`src/rtl/wdog_pdown_pkg.sv`:
```
// Package: shared types for the watchdog / power-down block.
// Assumes: nothing beyond the standard language.
package wdog_pdown_pkg;
    typedef enum logic {
        PD_RUN  = 1'b0,
        PD_DOWN = 1'b1
    } pd_state_t;
endpackage

```
`src/rtl/wdog_svc_det.sv`:
```
// Module: wdog_svc_det
// Detects a clean chip-enable service: ce goes high and then low with no
// rising sck edge while ce was high. Emits a one-cycle svc pulse in the cycle
// the falling ce level is first sampled.
// Assumes: ce and sck are already synchronous to clk.
module wdog_svc_det (
    input  logic clk,
    input  logic rst_n,
    input  logic ce,
    input  logic sck,
    output logic svc
);
    logic ce_q;
    logic sck_q;
    logic dirty;
    logic ce_rise;
    logic ce_fall;
    logic sck_rise;

    // Edge decode of the sampled pins.
    always_comb begin
        ce_rise  = ce & ~ce_q;
        ce_fall  = ~ce & ce_q;
        sck_rise = sck & ~sck_q;
    end

    // Pin history and the "transfer seen" mark for the current ce window.
    always_ff @(posedge clk) begin
        if (!rst_n) begin
            ce_q  <= 1'b0;
            sck_q <= 1'b0;
            dirty <= 1'b0;
        end else begin
            ce_q  <= ce;
            sck_q <= sck;
            if (ce_rise)
                dirty <= sck_rise;
            else if (ce && sck_rise)
                dirty <= 1'b1;
        end
    end

    // Service is a ce window closing without a transfer.
    always_comb svc = ce_fall & ~dirty;

    AST_SVC_ON_FALL: assert property (@(posedge clk) disable iff (!rst_n)
        svc |-> (!ce && $past(ce)));
endmodule

```
`src/rtl/wdog_timer.sv`:
```
// Module: wdog_timer
// Counts ticks between services. A timeout starts a reset pulse of
// RST_TICKS ticks and sets a sticky flag, which a status read clears.
// Assumes: tick is a one-cycle strobe; svc is a one-cycle strobe.
module wdog_timer #(
    parameter int SVC_TICKS = 8,
    parameter int RST_TICKS = 16
) (
    input  logic clk,
    input  logic rst_n,
    input  logic tick,
    input  logic en,
    input  logic svc,
    input  logic flag_clr,
    output logic rst_pulse,
    output logic flag
);
    localparam int CW = $clog2(SVC_TICKS + 1);
    localparam int PW = $clog2(RST_TICKS + 1);
    localparam logic [CW-1:0] CNT_LAST = CW'(SVC_TICKS - 1);
    localparam logic [PW-1:0] PULSE_LEN = PW'(RST_TICKS);

    logic [CW-1:0] cnt;
    logic [PW-1:0] pcnt;
    logic          pulsing;
    logic          timeout;

    // Timeout fires on the tick that completes the interval.
    always_comb begin
        pulsing = (pcnt != '0);
        timeout = en && tick && !svc && !pulsing && (cnt == CNT_LAST);
    end

    // Interval counter, pulse counter and sticky flag.
    always_ff @(posedge clk) begin
        if (!rst_n) begin
            cnt  <= '0;
            pcnt <= '0;
            flag <= 1'b0;
        end else begin
            if (!en || svc || pulsing || timeout)
                cnt <= '0;
            else if (tick)
                cnt <= cnt + CW'(1);

            if (timeout)
                pcnt <= PULSE_LEN;
            else if (pulsing && tick)
                pcnt <= pcnt - PW'(1);

            if (timeout)
                flag <= 1'b1;
            else if (flag_clr)
                flag <= 1'b0;
        end
    end

    always_comb rst_pulse = pulsing;

    AST_CNT_BOUND: assert property (@(posedge clk) disable iff (!rst_n)
        cnt <= CNT_LAST);
    AST_DISABLED_QUIET: assert property (@(posedge clk) disable iff (!rst_n)
        (!en && !pulsing) |=> !pulsing);
    AST_PULSE_FLAGS: assert property (@(posedge clk) disable iff (!rst_n)
        $rose(pulsing) |-> flag);
    AST_PULSE_HOLD: assert property (@(posedge clk) disable iff (!rst_n)
        (pulsing && !tick) |=> pulsing);
endmodule

```
`src/rtl/pdown_fsm.sv`:
```
// Module: pdown_fsm
// Two-state power-down sequencer. Entered by a request strobe; left on any
// interrupt or after the supply has been seen low and then good again.
// Assumes: irq and sys_good are synchronous levels.
module pdown_fsm
    import wdog_pdown_pkg::*;
(
    input  logic clk,
    input  logic rst_n,
    input  logic pd_req,
    input  logic irq,
    input  logic sys_good,
    output logic down
);
    pd_state_t state;
    logic      armed;
    logic      wake;

    // Wake on interrupt or on a completed supply low-then-good sequence.
    always_comb wake = irq || (armed && sys_good);

    // State register and supply-low latch (cleared on entry).
    always_ff @(posedge clk) begin
        if (!rst_n) begin
            state <= PD_RUN;
            armed <= 1'b0;
        end else begin
            case (state)
                PD_RUN: begin
                    armed <= 1'b0;
                    if (pd_req)
                        state <= PD_DOWN;
                end
                PD_DOWN: begin
                    if (wake) begin
                        state <= PD_RUN;
                        armed <= 1'b0;
                    end else if (!sys_good) begin
                        armed <= 1'b1;
                    end
                end
                default: state <= PD_RUN;
            endcase
        end
    end

    always_comb down = (state == PD_DOWN);

    AST_ENTER: assert property (@(posedge clk) disable iff (!rst_n)
        (!down && pd_req) |=> down);
    AST_EXIT_IRQ: assert property (@(posedge clk) disable iff (!rst_n)
        (down && irq) |=> !down);
    AST_STAY_DOWN: assert property (@(posedge clk) disable iff (!rst_n)
        (down && !irq && !armed) |=> down);
    AST_RUN_IGNORES_IRQ: assert property (@(posedge clk) disable iff (!rst_n)
        (!down && !pd_req) |=> !down);
endmodule

```
`src/rtl/wdog_pdown.sv`:
```
// Module: wdog_pdown (top)
// Chip-enable watchdog plus processor-directed power-down sequencer.
// Combines the watchdog reset pulse, the power-down state and the supply
// level into the four output enables.
// Assumes: all inputs synchronous to clk; tick is a one-cycle strobe.
module wdog_pdown #(
    parameter int SVC_TICKS = 8,
    parameter int RST_TICKS = 16
) (
    input  logic clk,
    input  logic rst_n,
    input  logic tick,
    input  logic wd_en,
    input  logic ce,
    input  logic sck,
    input  logic stat_rd,
    input  logic pd_req,
    input  logic irq,
    input  logic sys_good,
    output logic pse,
    output logic clk_out_en,
    output logic cpu_rst_n,
    output logic spi_en,
    output logic wd_flag,
    output logic pd_active
);
    logic svc;
    logic wd_pulse;
    logic down;

    wdog_svc_det u_svc (
        .clk   (clk),
        .rst_n (rst_n),
        .ce    (ce),
        .sck   (sck),
        .svc   (svc)
    );

    wdog_timer #(
        .SVC_TICKS (SVC_TICKS),
        .RST_TICKS (RST_TICKS)
    ) u_timer (
        .clk       (clk),
        .rst_n     (rst_n),
        .tick      (tick),
        .en        (wd_en),
        .svc       (svc),
        .flag_clr  (stat_rd),
        .rst_pulse (wd_pulse),
        .flag      (wd_flag)
    );

    pdown_fsm u_pd (
        .clk      (clk),
        .rst_n    (rst_n),
        .pd_req   (pd_req),
        .irq      (irq),
        .sys_good (sys_good),
        .down     (down)
    );

    // Output gating: supply and power-down gate the enables, watchdog adds reset.
    always_comb begin
        pse        = sys_good & ~down;
        clk_out_en = sys_good & ~down;
        spi_en     = ~down;
        cpu_rst_n  = sys_good & ~down & ~wd_pulse;
        pd_active  = down;
    end

    AST_PD_OUTS_LOW: assert property (@(posedge clk) disable iff (!rst_n)
        (down && !wd_pulse) |-> (!pse && !clk_out_en && !cpu_rst_n && !spi_en));
    AST_ROSE_FROM_REQ: assert property (@(posedge clk) disable iff (!rst_n)
        $rose(pd_active) |-> $past(pd_req));
endmodule

```
`config.mk`:
```
export PLATFORM = sky130hd
export DESIGN_NAME = wdog_pdown
export DESIGN_NICKNAME = d
export VERILOG_FILES = /design/src/rtl/wdog_pdown_pkg.sv /design/src/rtl/wdog_svc_det.sv /design/src/rtl/wdog_timer.sv /design/src/rtl/pdown_fsm.sv /design/src/rtl/wdog_pdown.sv
export SDC_FILE = /design/constraint.sdc
export NUM_CORES = 1
export LEC_CHECK = 0
export BUFFER_PORTS_ARGS = -buffer_cell sky130_fd_sc_hd__buf_4
export CAP_MARGIN = 20
export CORE_MARGIN = 3
export CORE_UTILIZATION = 36
export CTS_BUF_LIST = sky130_fd_sc_hd__clkbuf_8
export DETAILED_ROUTE_END_ITERATION = 8
export GPL_TIMING_DRIVEN = 0
export PLACE_DENSITY_LB_ADDON = 0.2
export SYNTH_ARGS = -nofsm -noshare
export SYNTH_HDL_FRONTEND = slang
export SYNTH_SLANG_ARGS = --single-unit
export TNS_END_PERCENT = 10
```
`constraint.sdc`:
```
create_clock -name clk -period 1.95 [get_ports clk]
set_clock_uncertainty 0.05 [all_clocks]
set_input_delay 0.2925 -clock clk [delete_from_list [all_inputs] [get_ports clk]]
set_output_delay 0.2925 -clock clk [all_outputs]
set_load 0.05 [all_outputs]
```
==> results.py, run 1 <==
metrics = {
    "status": {
        "outcome": "complete, no violations",
    },
    "run": {
        "maxCapViolations": 0,
    },
    "detailed_routing": {
        "drt_pass1_iterations": 4,
        "via_per_inst": 4.90,
        "drc": 0,
        "dr_total_vias": 559,
        "dr_wl_met2_microns": 534,
        "wl_microns": 1220,
        "dr_wl_met3_microns": 58,
        "wl_per_cell_microns": 10.7,
        "antenna_left": 0,
        "top_layer_used": "met4",
        "drt-met1-wl_microns": 594,
        "drt_iter0_markers": 9,
    },
    "synthesis": {
        "synthXorXnorAreaFrac": 0.0399,
        "yosysSeqAreaShare": 0.456,
        "syn_inst": 70,
        "synth_cell_types": 29,
        "synth_top_family_by_area": "simple AND/OR/NAND/NOR gates",
        "synth_area_sq_um": 658,
        "synthMuxAreaShare": 0.0304,
        "synth-seq-cells": 15,
        "synth_compound_area_frac": 0.120,
        "synth_area_per_cell_sq_um": 9.40,
        "syn_nets": 82,
        "yosysWarnings": 0,
        "synth_simple_gate_area_frac": 0.268,
        "yosys.area_share.adder": 0.0380,
    },
    "timing": {
        "setup_viol_count_final": 0,
        "finalCritPeriodShare": 0.921,
        "drv_slew": 0,
        "fmax_mhz": 557,
        "holdWs_ns": 0.164,
        "slew_headroom": 0.813,
        "rsz0062_at_grt": "no",
        "worst_pin_slew_ns": 0.280,
        "setup-tns-final_ns": 0,
        "setup_slack_ns": 0.154,
        "hold_viol": 0,
        "layout_min_cycle_time_ns": 1.80,
    },
    "floorplan": {
        "initial_core_util": 0.408,
        "boundaryPins": 16,
        "dieArea_sq_um": 2380,
        "die_y_microns": 48.8,
        "die_w_microns": 48.8,
        "coreArea_sq_um": 1610,
        "row_count": 14,
    },
    "worst_setup_path": {
        "required_ns": 1.61,
        "worstSetupPathType": "reg -> out",
        "arrival_ns": 1.45,
        "cp-end-kind": "primary output",
        "critPathMaxFanout": 4,
        "reg2reg_slack_ns": 0.41,
        "crit_path_start_kind": "flop",
    },
    "global_routing": {
        "antenna_found_initial": 0,
        "grt.total_usage": 0.117,
        "grt_pass1_vias": 549,
        "grt_pass1_wl_microns": 2250,
        "grt.overflow.total": 0,
        "grt_max_degree": 11,
    },
    "placement": {
        "hpwl_microns": 937,
        "io_buffers": 15,
        "dp_slack_ns": 0.207,
        "dpl-instance-area_sq_um": 803,
        "dp.cells": 109,
        "gp_congestion": 0.749,
    },
    "layout": {
        "syn_to_final_growth_pct": 31.7,
        "fin_util": 0.538,
        "design_area_sq_um": 867,
        "layout.nets": 103,
        "num_antenna_cells": 0,
        "layout-drive-gt1-share": 0.267,
        "stdcell_count": 114,
        "fillers": 164,
    },
    "cts": {
        "hold_buffers": 0,
        "numCtsBuffers": 3,
        "clock-root-buffer": "clkbuf_8",
        "cts.sinks": 15,
        "tritoncts": "yes",
        "cts_max_level": 1,
        "clkTransAtPathRegs_ns": 0.06,
        "clock_latency_ns": 0.24,
        "clockBufferDepth": 2,
    },
    "power_and_ir_drop": {
        "peakVddDrop_mv": 0.711,
        "pwr_density_cell_nw_per_um2": 1320,
        "p_leak_nw": 0.378,
        "power_mw": 1.14,
    },
    "min_path": {
        "holdCritPathClass": "in -> reg",
    },
}
-- power by group --
| part | internal [mW] | switching, mW |
|---|---|---|
| sequential | 0.359 | 0.0532 |
| combinational | 0.233 | 0.258 |
| clock | 0.139 | 0.103 |
| total | 0.730 | 0.414 |
-- cell usage in the layout (no fill, tap or decap), types with 2 or more instances in the layout --
master / n
nand2b_1: 2
nand3_1: 2
dfxtp_1: 15
buf_4: 17
or3_1: 2
inv_1: 6
a21oi_1: 8
nand4_1: 2
mux2i_1: 2
nor3_1: 4
or4b_1: 2
xor2_1: 2
nor2_1: 2
and2_1: 2
nand2_1: 4
clkbuf_8: 3
-- sequential cells by signal, summed over array words and instances (netlist names) --
| signal | flops |
|---|---|
| u_timer.flag | 1 |
| u_svc.dirty | 1 |
| u_pd.down | 1 |
| u_pd.armed | 1 |
| u_svc.sck_q | 1 |
| u_svc.ce_q | 1 |
| u_timer.pcnt | 5 |
| u_timer.cnt | 4 |
-- final timing paths --
path	start	to	cells after the start
max	u_timer.pcnt[0]	cpu_rst_n	5
min	irq	u_pd.armed	2
max reg2reg	u_timer.pcnt[0]	u_timer.pcnt[0]	5
min reg2reg	u_timer.flag	u_timer.flag	2
-- Yosys cell counts --
master / instances / area share
dfxtp_1: 15 / 0.46
a21oi_1: 8 / 0.061
inv_1: 5 / 0.029
nand2_1: 4 / 0.023
nor3_1: 4 / 0.030
and2_1: 2 / 0.019
ha_1: 2 / 0.038
mux2i_1: 2 / 0.030
nand2b_1: 2 / 0.019
nand3_1: 2 / 0.015
nand4_1: 2 / 0.019
nor2_1: 2 / 0.011
or3_1: 2 / 0.019
or4b_1: 2 / 0.030
xor2_1: 2 / 0.027
a21o_1: 1 / 0.011
a311oi_1: 1 / 0.013
a41o_1: 1 / 0.015
and4b_1: 1 / 0.015
buf_2: 1 / 0.0076
buf_4: 1 / 0.011
nand3b_1: 1 / 0.011
nor2b_1: 1 / 0.0095
nor4_1: 1 / 0.0095
nor4b_2: 1 / 0.023
o21ai_0: 1 / 0.0076
o31ai_1: 1 / 0.011
or3b_1: 1 / 0.013
xnor2_1: 1 / 0.013
-- repair_timing --
item,CTS,global route
buffers inserted,0,1
resized for setup,1,1
pin swaps,0,0
setup endpoints to repair,1,1
-- layer usage --
layer,up-vias,GRT usage
met5,-,0
met4,0,0.0569
met3,5,0.0307
met2,11,0.183
met1,251,0.149
li1,292,-
-- cell type report --
class	count	area, sq um	area share
repair buffers	16	120	0.139
well taps	24	30.0	0.0346
clock inverters	1	3.75	0.00433
multi-input cells	48	340	0.392
inverters	5	18.8	0.0216
flip-flops and latches	15	300	0.346
clock buffers	3	41.3	0.0476
plain buffers	2	12.5	0.0144
-- kinds of logic after synthesis --
family	Yosys count
compound gates	13
simple gates	28
buf+inv	7
mux	2
fa+ha+maj	2
flops	15
xor+xnor	3
-- worst max-delay path, cell delays in order, from the launching register on --
cell and delay, ns:
dfxtp_1 0.30, inv_1 0.09, ha_2 0.20, nor4b_4 0.26, and2_1 0.17, buf_4 0.19
Power figures use the tool's default switching activity.
==> inputs of run 2 (changes only) <==
- CORE_UTILIZATION: 36 -> 40
==> results.py, run 2 (same netlist as run 1, synthesis figures left out) <==
metrics = {
    "worst_setup_path": {
        "cp_slowest_cell": "dfxtp_1",
        "cp_slowest_stage_delay_ns": 0.31,
        "crit_path_start_kind": "flop",
        "cp-end-kind": "primary output",
        "worstPathCellList": "inv_1 -> ha_1 -> nor4b_4 -> and2_1 -> buf_4",
        "required_ns": 1.61,
        "arrival_ns": 1.46,
        "worstSetupPathType": "reg -> out",
        "path_buf_inv": 2,
        "cpLargestDelayFamily": "simple AND/OR/NAND/NOR gates",
        "critPathMaxFanout": 4,
    },
    "layout": {
        "syn_to_final_growth_pct": 29.8,
        "layout-drive-gt1-share": 0.256,
        "regMostFlops": "u_timer.pcnt",
        "design_area_sq_um": 855,
        "layout.nets": 103,
        "top_regs": "u_timer.pcnt x5, u_timer.cnt x4",
        "fin_util": 0.561,
        "final_common_cell": "buf_4",
        "num_antenna_cells": 0,
        "largest_reg_flops": 5,
        "fillers": 149,
        "mostFrequentLayoutCells": "buf_4 (17), dfxtp_1 (15), a21oi_1 (8)",
    },
    "floorplan": {
        "row_count": 14,
        "die_w_microns": 46.6,
        "initial_core_util": 0.432,
        "coreArea_sq_um": 1520,
        "die_y_microns": 46.6,
        "boundaryPins": 16,
        "dieArea_sq_um": 2170,
    },
    "cts": {
        "cts_max_level": 1,
        "numCtsBuffers": 3,
        "clock_latency_ns": 0.24,
        "clock-root-buffer": "clkbuf_8",
        "cts.sinks": 15,
        "clockBufferDepth": 2,
        "clkTransAtPathRegs_ns": 0.06,
        "tritoncts": "yes",
    },
    "detailed_routing": {
        "wl_microns": 1220,
        "wl_per_cell_microns": 11.5,
        "dr_total_vias": 548,
        "drt_iter0_markers": 5,
        "drc": 0,
        "via_per_inst": 5.17,
        "drt_pass1_iterations": 4,
        "antenna_left": 0,
    },
    "global_routing": {
        "antenna_found_initial": 0,
        "grt_pass1_vias": 501,
        "grt_pass1_wl_microns": 2130,
        "grt_max_degree": 11,
        "grt.total_usage": 0.139,
        "grt.overflow.total": 0,
    },
    "power_and_ir_drop": {
        "pwr_density_cell_nw_per_um2": 1330,
        "power.internal_mw": 0.728,
        "peakVddDrop_mv": 0.618,
        "p_leak_nw": 0.379,
        "combPwrFrac": 0.428,
        "swShare": 0.361,
        "p_seq_frac": 0.360,
        "p_clk_frac": 0.211,
        "p_sw_mw": 0.411,
    },
    "placement": {
        "io_buffers": 15,
        "dpl-instance-area_sq_um": 793,
        "gp_congestion": 0.686,
        "hpwl_microns": 935,
    },
    "timing": {
        "setup_viol_count_final": 0,
        "hold_viol": 0,
        "finalCritPeriodShare": 0.925,
        "rsz0062_at_grt": "no",
        "drv_slew": 0,
        "slew_headroom": 0.822,
        "layout_min_cycle_time_ns": 1.80,
        "worst_pin_slew_ns": 0.266,
        "setup-tns-final_ns": 0,
        "fmax_mhz": 555,
    },
    "status": {
        "outcome": "complete, no violations",
    },
    "run": {
        "maxCapViolations": 0,
    },
    "min_path": {
        "holdCritPathClass": "in -> reg",
    },
}
-- run 2: cell counts in the layout (fill, tap and decap cells not counted) --
No cell type changed its count.
-- run 2: routing by layer --
layer / vias to the layer above / global-route usage / share of wire
met5: - / 0 / 0
met4: 0 / 0.0682 / 0.0098
met3: 2 / 0.0391 / 0.034
met2: 6 / 0.190 / 0.47
met1: 247 / 0.194 / 0.49
li1: 293 / - / -
-- run 2: power by group through the flow --
stage / combinational [mW] / sequential, mW / clock (mW)
after floorplan: 0.320 / 0.405 / 0
after global placement: 0.411 / 0.410 / 0
after detailed placement: 0.424 / 0.412 / 0
after CTS: 0.453 / 0.412 / 0.246
after global routing: 0.551 / 0.422 / 0.257
final: 0.488 / 0.410 / 0.240
-- run 2: final timing paths --
kind	start	to	slack [ns]	cells past startpoint
worst max-delay path	u_timer.pcnt[0]	cpu_rst_n	0.15	5
worst max register to register	u_timer.pcnt[0]	u_timer.cnt[0]	0.40	6
worst min-delay path	irq	u_pd.armed	0.17	2
worst min register to register	u_timer.flag	u_timer.flag	0.42	2
-- run 2: cell type report --
type	instances	area, sq um	share of cell area
plain buffers	2	12.5	0.0146
clock buffers	3	41.3	0.0483
clock inverters	1	3.75	0.00439
inverters	5	18.8	0.0220
multi-input cells	48	338	0.395
flip-flops and latches	15	300	0.351
well taps	16	20.0	0.0234
repair buffers	16	120	0.141
-- run 2: through the flow --
step / hold WS [ns] / setup slack, ns / instances / total power [mW]
after CTS: 0.170 / 0.0309 / 105 / 1.11
after detailed placement: 0.411 / 0.175 / 101 / 0.836
final: 0.172 / 0.147 / 106 / 1.14
after global routing: 0.183 / 0.0352 / 106 / 1.23
after global placement: 0.410 / 0.236 / 101 / 0.821
after floorplan: 0.319 / 0.0451 / 70 / 0.725
-- run 2: timing repair --
action / in CTS / in global routing
hold endpoints to repair: 0 / 0
setup buffers: 0 / 1
gates resized for setup: 1 / 0
endpoints found under the setup margin: 1 / 1
hold buffers: 0 / 0
